[config.mk]
export PLATFORM = sky130hd
export DESIGN_NAME = twostage_wdog
export DESIGN_NICKNAME = d
export VERILOG_FILES = /design/src/rtl/wdog_pkg.sv /design/src/rtl/wdog_counter.sv /design/src/rtl/wdog_seq.sv /design/src/rtl/wdog_flags.sv /design/src/rtl/twostage_wdog.sv
export SDC_FILE = /design/constraint.sdc
export NUM_CORES = 1
export LEC_CHECK = 0
export ABC_AREA = 1
export BUFFER_PORTS_ARGS = -buffer_cell sky130_fd_sc_hd__buf_2
export CORE_UTILIZATION = 35
export DETAILED_ROUTE_END_ITERATION = 12
export PLACE_DENSITY = 0.5
export REMOVE_ABC_BUFFERS = 1
export SYNTH_ARGS = -nofsm -noshare
export SYNTH_HDL_FRONTEND = slang
export SYNTH_SLANG_ARGS = --single-unit
export TNS_END_PERCENT = 5
[constraint.sdc]
create_clock -name clk -period 1.8 [get_ports clk]
set_input_delay 0.45 -clock clk [delete_from_list [all_inputs] [get_ports clk]]
set_output_delay 0.45 -clock clk [all_outputs]
set_load 0.01 [all_outputs]
[src/rtl/wdog_pkg.sv]
package wdog_pkg;
  // next counter value for one instruction slot
  function automatic logic [31:0] wd_next_count(input logic [31:0] cur, input logic clr,
                                                input int unsigned width);
    logic [31:0] mask;
    mask = (width >= 32) ? 32'hFFFF_FFFF : ((32'd1 << width) - 32'd1);
    if (clr) return 32'd0;
    return (cur + 32'd1) & mask;
  endfunction

  // counter sits at its top value, so the next slot wraps it
  function automatic logic wd_at_top(input logic [31:0] cur, input int unsigned width);
    logic [31:0] mask;
    mask = (width >= 32) ? 32'hFFFF_FFFF : ((32'd1 << width) - 32'd1);
    return (cur & mask) == mask;
  endfunction
endpackage

[src/rtl/wdog_counter.sv]
module wdog_counter #(
  parameter int unsigned CNT_W = 16
) (
  input  logic             clk,
  input  logic             rst_n,
  input  logic             slot_en,
  input  logic             clr_req,
  output logic [CNT_W-1:0] count,
  output logic             wrap_evt
);
  import wdog_pkg::*;

  logic [31:0] cur_w;
  logic [31:0] nxt_w;

  assign cur_w    = 32'(count);
  assign nxt_w    = wd_next_count(cur_w, clr_req, CNT_W);
  assign wrap_evt = slot_en && !clr_req && wd_at_top(cur_w, CNT_W);

  always_ff @(posedge clk) begin
    if (!rst_n) count <= '0;
    else if (slot_en) count <= nxt_w[CNT_W-1:0];
  end
endmodule

[src/rtl/wdog_seq.sv]
module wdog_seq (
  input  logic clk,
  input  logic rst_n,
  input  logic slot_en,
  input  logic backup_enter,
  input  logic cmd_restart,
  input  logic cmd_disable,
  output logic armed,
  output logic dis_pending,
  output logic disarm_evt
);
  assign disarm_evt = slot_en && cmd_restart && dis_pending && !backup_enter;

  always_ff @(posedge clk) begin
    if (!rst_n) begin
      armed       <= 1'b1;
      dis_pending <= 1'b0;
    end else begin
      if (backup_enter) armed <= 1'b1;
      else if (disarm_evt) armed <= 1'b0;

      if (backup_enter) dis_pending <= 1'b0;
      else if (slot_en) dis_pending <= cmd_disable;
    end
  end
endmodule

[src/rtl/wdog_flags.sv]
module wdog_flags (
  input  logic clk,
  input  logic rst_n,
  input  logic slot_en,
  input  logic cmd_restart,
  input  logic wrap_evt,
  input  logic armed,
  output logic warn,
  output logic expire_evt,
  output logic late_restart,
  output logic wd_reset_q,
  output logic skip_q
);
  assign expire_evt   = wrap_evt && warn && armed;
  assign late_restart = slot_en && cmd_restart && warn;

  always_ff @(posedge clk) begin
    if (!rst_n) begin
      warn       <= 1'b0;
      wd_reset_q <= 1'b0;
      skip_q     <= 1'b0;
    end else begin
      if (slot_en && cmd_restart) warn <= 1'b0;
      else if (wrap_evt) warn <= 1'b1;
      wd_reset_q <= expire_evt;
      skip_q     <= late_restart;
    end
  end
endmodule

[src/rtl/twostage_wdog.sv]
module twostage_wdog #(
  parameter int unsigned CNT_W = 16
) (
  input  logic clk,
  input  logic rst_n,
  input  logic slot_en,
  input  logic backup_enter,
  input  logic cmd_restart,
  input  logic cmd_disable,
  output logic wd_reset,
  output logic skip_next
);
  logic [CNT_W-1:0] count;
  logic             wrap_evt;
  logic             clr_req;
  logic             armed;
  logic             dis_pending;
  logic             disarm_evt;
  logic             warn;
  logic             expire_evt;
  logic             late_restart;

  assign clr_req = slot_en && cmd_restart;

  wdog_counter #(.CNT_W(CNT_W)) u_cnt (
    .clk      (clk),
    .rst_n    (rst_n),
    .slot_en  (slot_en),
    .clr_req  (clr_req),
    .count    (count),
    .wrap_evt (wrap_evt)
  );

  wdog_seq u_seq (
    .clk          (clk),
    .rst_n        (rst_n),
    .slot_en      (slot_en),
    .backup_enter (backup_enter),
    .cmd_restart  (cmd_restart),
    .cmd_disable  (cmd_disable),
    .armed        (armed),
    .dis_pending  (dis_pending),
    .disarm_evt   (disarm_evt)
  );

  wdog_flags u_flg (
    .clk          (clk),
    .rst_n        (rst_n),
    .slot_en      (slot_en),
    .cmd_restart  (cmd_restart),
    .wrap_evt     (wrap_evt),
    .armed        (armed),
    .warn         (warn),
    .expire_evt   (expire_evt),
    .late_restart (late_restart),
    .wd_reset_q   (wd_reset),
    .skip_q       (skip_next)
  );
endmodule

==> flow_summary.ini <==
[run_status]
outcome = complete, but fails checks
failing_checks = design-rule violations

[floorplanning]
die_width_um = 57.09
die_height_um = 57.09
pin_count = 8
core_area_mm2 = 0.002805
number_of_cell_rows = 19
fp.dieArea_mm2 = 0.003259
start_util = 0.3787

[sta]
slew-limit-headroom = 0.7926
setup_total_negative_slack_ps = 0
final.period_utilization = 0.7624
maximum_clock_frequency_mhz = 728.7
worstMarginPinSlew_ps = 308.7
clock-skew-final_ps = 4.183
report.final.setup_viol = 0
layout_setup_ws_ps = 427.7
drv_slew = 0
grt_setup_unrepaired = no
hold_violations = 0
timing.final.crit_period_ps = 1372

[synthesis]
synth.largest_area_cell = sky130_fd_sc_hd__dfxtp_1
synth.area.top_cells = sky130_fd_sc_hd__dfxtp_1, sky130_fd_sc_hd__nand2_1, sky130_fd_sc_hd__inv_1
synth-warning-count = 0
post_synth_fa_ha_maj_area_fraction = 0.01178
postSynthRegisterBits = 21
synthesis.area_mm2 = 0.001062
mux_cell_area_share_after_synthesis = 0
syn-instance-count = 153
share_of_synthesized_area_occupied_by_flip_flops_and_latches = 0.3958
combinational_family_with_the_most_area_after_synthesis = simple AND/OR/NAND/NOR gates
post_synth_and_or_nand_nor_area_fraction = 0.4122
synth_top_area_frac = 0.3958
yosys.cell_types.count = 20
synthesized_area_fraction_occupied_by_xor_and_xnor_cells = 0
synth-compound-area-share = 0.08716
avgSynthCellArea_um2 = 6.943

[route]
finalWirelength_um = 2223
drt-initial-drc-count = 30
wl_per_instance_um = 11.46
antenna_left = 0
drcViolationCount = 4
drt-vias-per-instance = 4.907
detailroute.via_count = 952
firstDrtPassIters = 8

[worst_setup_path]
crit_chain = ha_1 > nand2_1 > nor2_2 > nand4_1 > nand2_1 > nand2_1 > nor2_1
crit_required_ps = 2040
r2r_end = u_cnt.count[10]$_SDFFE_PN0P_
crit_path_class = reg -> reg
worst_path_most_repeated_cell = sky130_fd_sc_hd__nand2_1
crit_fanout = 4
critPathLaunchType = register
reg2reg_slack_ps = 430
critical-path-slowest-cell = sky130_fd_sc_hd__dfxtp_1
critPathCaptureType = register
critical_path_arrival_ps = 1620
max_stage_delay_ps = 400
number_of_cell_instances_on_the_worst_register_to_register_path = 7
worst_r2r_startpoint = u_cnt.count[1]$_SDFFE_PN0P_

[global_route]
grt_first_pass_wirelength_um = 3926
globalRouteOverflowTotal = 0
antenna_found_initial = 0
globalRouteTotalUtil = 0.1530
grt_start_max_net_pins = 12
via_count_of_the_first_global_routing_pass = 878

[cts]
h-tree-depth = 1
tritoncts = done
cts.clk_slew.worst_paths_ps = 120
buffers_inserted_by_post_cts_timing_repair = 0
postCtsResizedCells = 0
cell_at_the_root_of_the_clock_tree = sky130_fd_sc_hd__clkbuf_4
hold_fix_buffers_at_cts = 0
cts-root-to-sink-buffers = 2
worst_skew_pair.late_latency_ps = 300
cts-buffers-inserted = 3
number_of_clock_sinks = 21

[worst_hold_path]
hold_end = u_seq.armed$_SDFFE_PP1P_
whs_path_depth = 3
hp-start = backup_enter
type_of_the_tightest_min_delay_check = in -> reg

[place]
dpl_worst_slack_ps = 262.6
hpwlAfterDp_um = 1719
routabilityCongestion = 0.8581
number_of_port_buffers = 7

[power_and_ir_drop]
power.combinational.fraction = 0.063
internal_power_uw = 570.3
powerDensity_mw_per_mm2 = 653.5
share_clk_of_total_power = 0.309
leakage_nw = 0.4271
sequentialPowerShare = 0.628
fraction_of_power_spent_switching_nets = 0.2419
power.net_switching_uw = 181.9
maximum_vdd_ir_drop_mv = 0.2707

[cells_and_area]
mostFrequentLayoutCell = sky130_fd_sc_hd__nand2_1
layout.area.seq_um2 = 420.4
syn2layout_area_growth_pct = 8.362
finish.net_count = 171
antennaDiodeCount = 0
multi_input_comb_area_um2 = 543.0
most-common-layout-cells = sky130_fd_sc_hd__nand2_1, sky130_fd_sc_hd__dfxtp_1, sky130_fd_sc_hd__inv_1, sky130_fd_sc_hd__nor2_1, sky130_fd_sc_hd__a21oi_1
drive_above_1_share = 0.1472
num-fill-cells = 337

[flow_run]
maxCapViolCount = 0
how the worst max path moves through the flow:
stage / depth (start not counted) / slack, ps / to / from
after floorplan: 8 / 650 / u_cnt.count[6]$_SDFFE_PN0P_ / u_cnt.count[1]$_SDFFE_PN0P_
after global placement: 6 / 320 / u_cnt.count[7]$_SDFFE_PN0P_ / slot_en
after detailed placement: 6 / 260 / u_cnt.count[7]$_SDFFE_PN0P_ / slot_en
after CTS: 7 / 440 / u_cnt.count[10]$_SDFFE_PN0P_ / u_cnt.count[1]$_SDFFE_PN0P_
after global routing: 7 / 260 / u_cnt.count[10]$_SDFFE_PN0P_ / u_cnt.count[1]$_SDFFE_PN0P_
final: 7 / 430 / u_cnt.count[10]$_SDFFE_PN0P_ / u_cnt.count[1]$_SDFFE_PN0P_
routing by layer:
metal,global-route usage,wire [µm],up-vias
met5,0,0,-
met4,0.04181,18,0
met3,0.02721,53,2
met2,0.2420,964,9
met1,0.2153,1186,423
li1,-,-,518
cell families (layout without fill, tap and decap cells):
logic type                 after synthesis  in the layout
and+or+nand+nor                         91             91
buffers and inverters                   23             33
DFF                                     21             21
AOI/OAI and AO/OA                       17             17
adders and majority gates                1              1
sequential cells by signal, summed over array words and instances, names as in the netlist:
| register | cells |
|---|---|
| u_cnt.count | 16 |
| u_flg.warn | 1 |
| u_seq.armed | 1 |
| u_flg.skip_q | 1 |
| u_flg.wd_reset_q | 1 |
| u_seq.dis_pending | 1 |
synthesized netlist by cell type:
library cell / count
sky130_fd_sc_hd__nor2_2: 5
sky130_fd_sc_hd__nor2_4: 3
sky130_fd_sc_hd__o21ai_0: 3
sky130_fd_sc_hd__nand4_1: 6
sky130_fd_sc_hd__nand2_2: 1
sky130_fd_sc_hd__nand3_1: 10
sky130_fd_sc_hd__clkinv_1: 1
sky130_fd_sc_hd__inv_6: 1
sky130_fd_sc_hd__ha_1: 1
sky130_fd_sc_hd__nor2_1: 19
sky130_fd_sc_hd__nand2_4: 2
sky130_fd_sc_hd__buf_6: 1
sky130_fd_sc_hd__dfxtp_1: 21
sky130_fd_sc_hd__a21oi_1: 12
sky130_fd_sc_hd__nor3_1: 10
sky130_fd_sc_hd__a21oi_2: 1
sky130_fd_sc_hd__nand2_1: 34
sky130_fd_sc_hd__o21ai_2: 1
sky130_fd_sc_hd__nand3b_1: 1
sky130_fd_sc_hd__inv_1: 20
critical path, delay by kind of cell, from the launching register on:
family / cells / cell delay, ps
AND/OR/NAND/NOR: 6 / 710
flip-flops: 1 / 400
adder cells (fa/ha/maj): 1 / 200
power groups by stage:
stage	logic, mW	clock network [mW]	registers [mW]
after floorplan	0.0285	0	0.482
after global placement	0.0468	0	0.483
after detailed placement	0.0475	0	0.483
after CTS	0.0475	0.241	0.472
after global routing	0.0539	0.263	0.473
final	0.0476	0.232	0.472
layout make-up:
type,instances,share of cell area
tap,31,0.03370
clock buffer,4,0.02283
multi-input combinational,109,0.4717
sequential,21,0.3652
timing repair buffer,7,0.03043
inverter,22,0.07609
through the flow:
step | area (µm²) | utilization | cells | total power, mW | hold slack [ps]
2_1_floorplan | 1051 | - | 152 | 0.5104 | 428.3
3_3_place_gp | 1125 | 0.4010 | 190 | 0.5294 | 458.0
3_5_place_dp | 1125 | 0.4010 | 190 | 0.5303 | 452.7
4_1_cts | 1151 | 0.4103 | 194 | 0.7610 | 345.7
5_1_grt | 1151 | 0.4103 | 194 | 0.7906 | 372.3
6_report | 1151 | 0.4103 | 194 | 0.7522 | 352.0
Note: power is estimated with default switching activity, not from simulation.
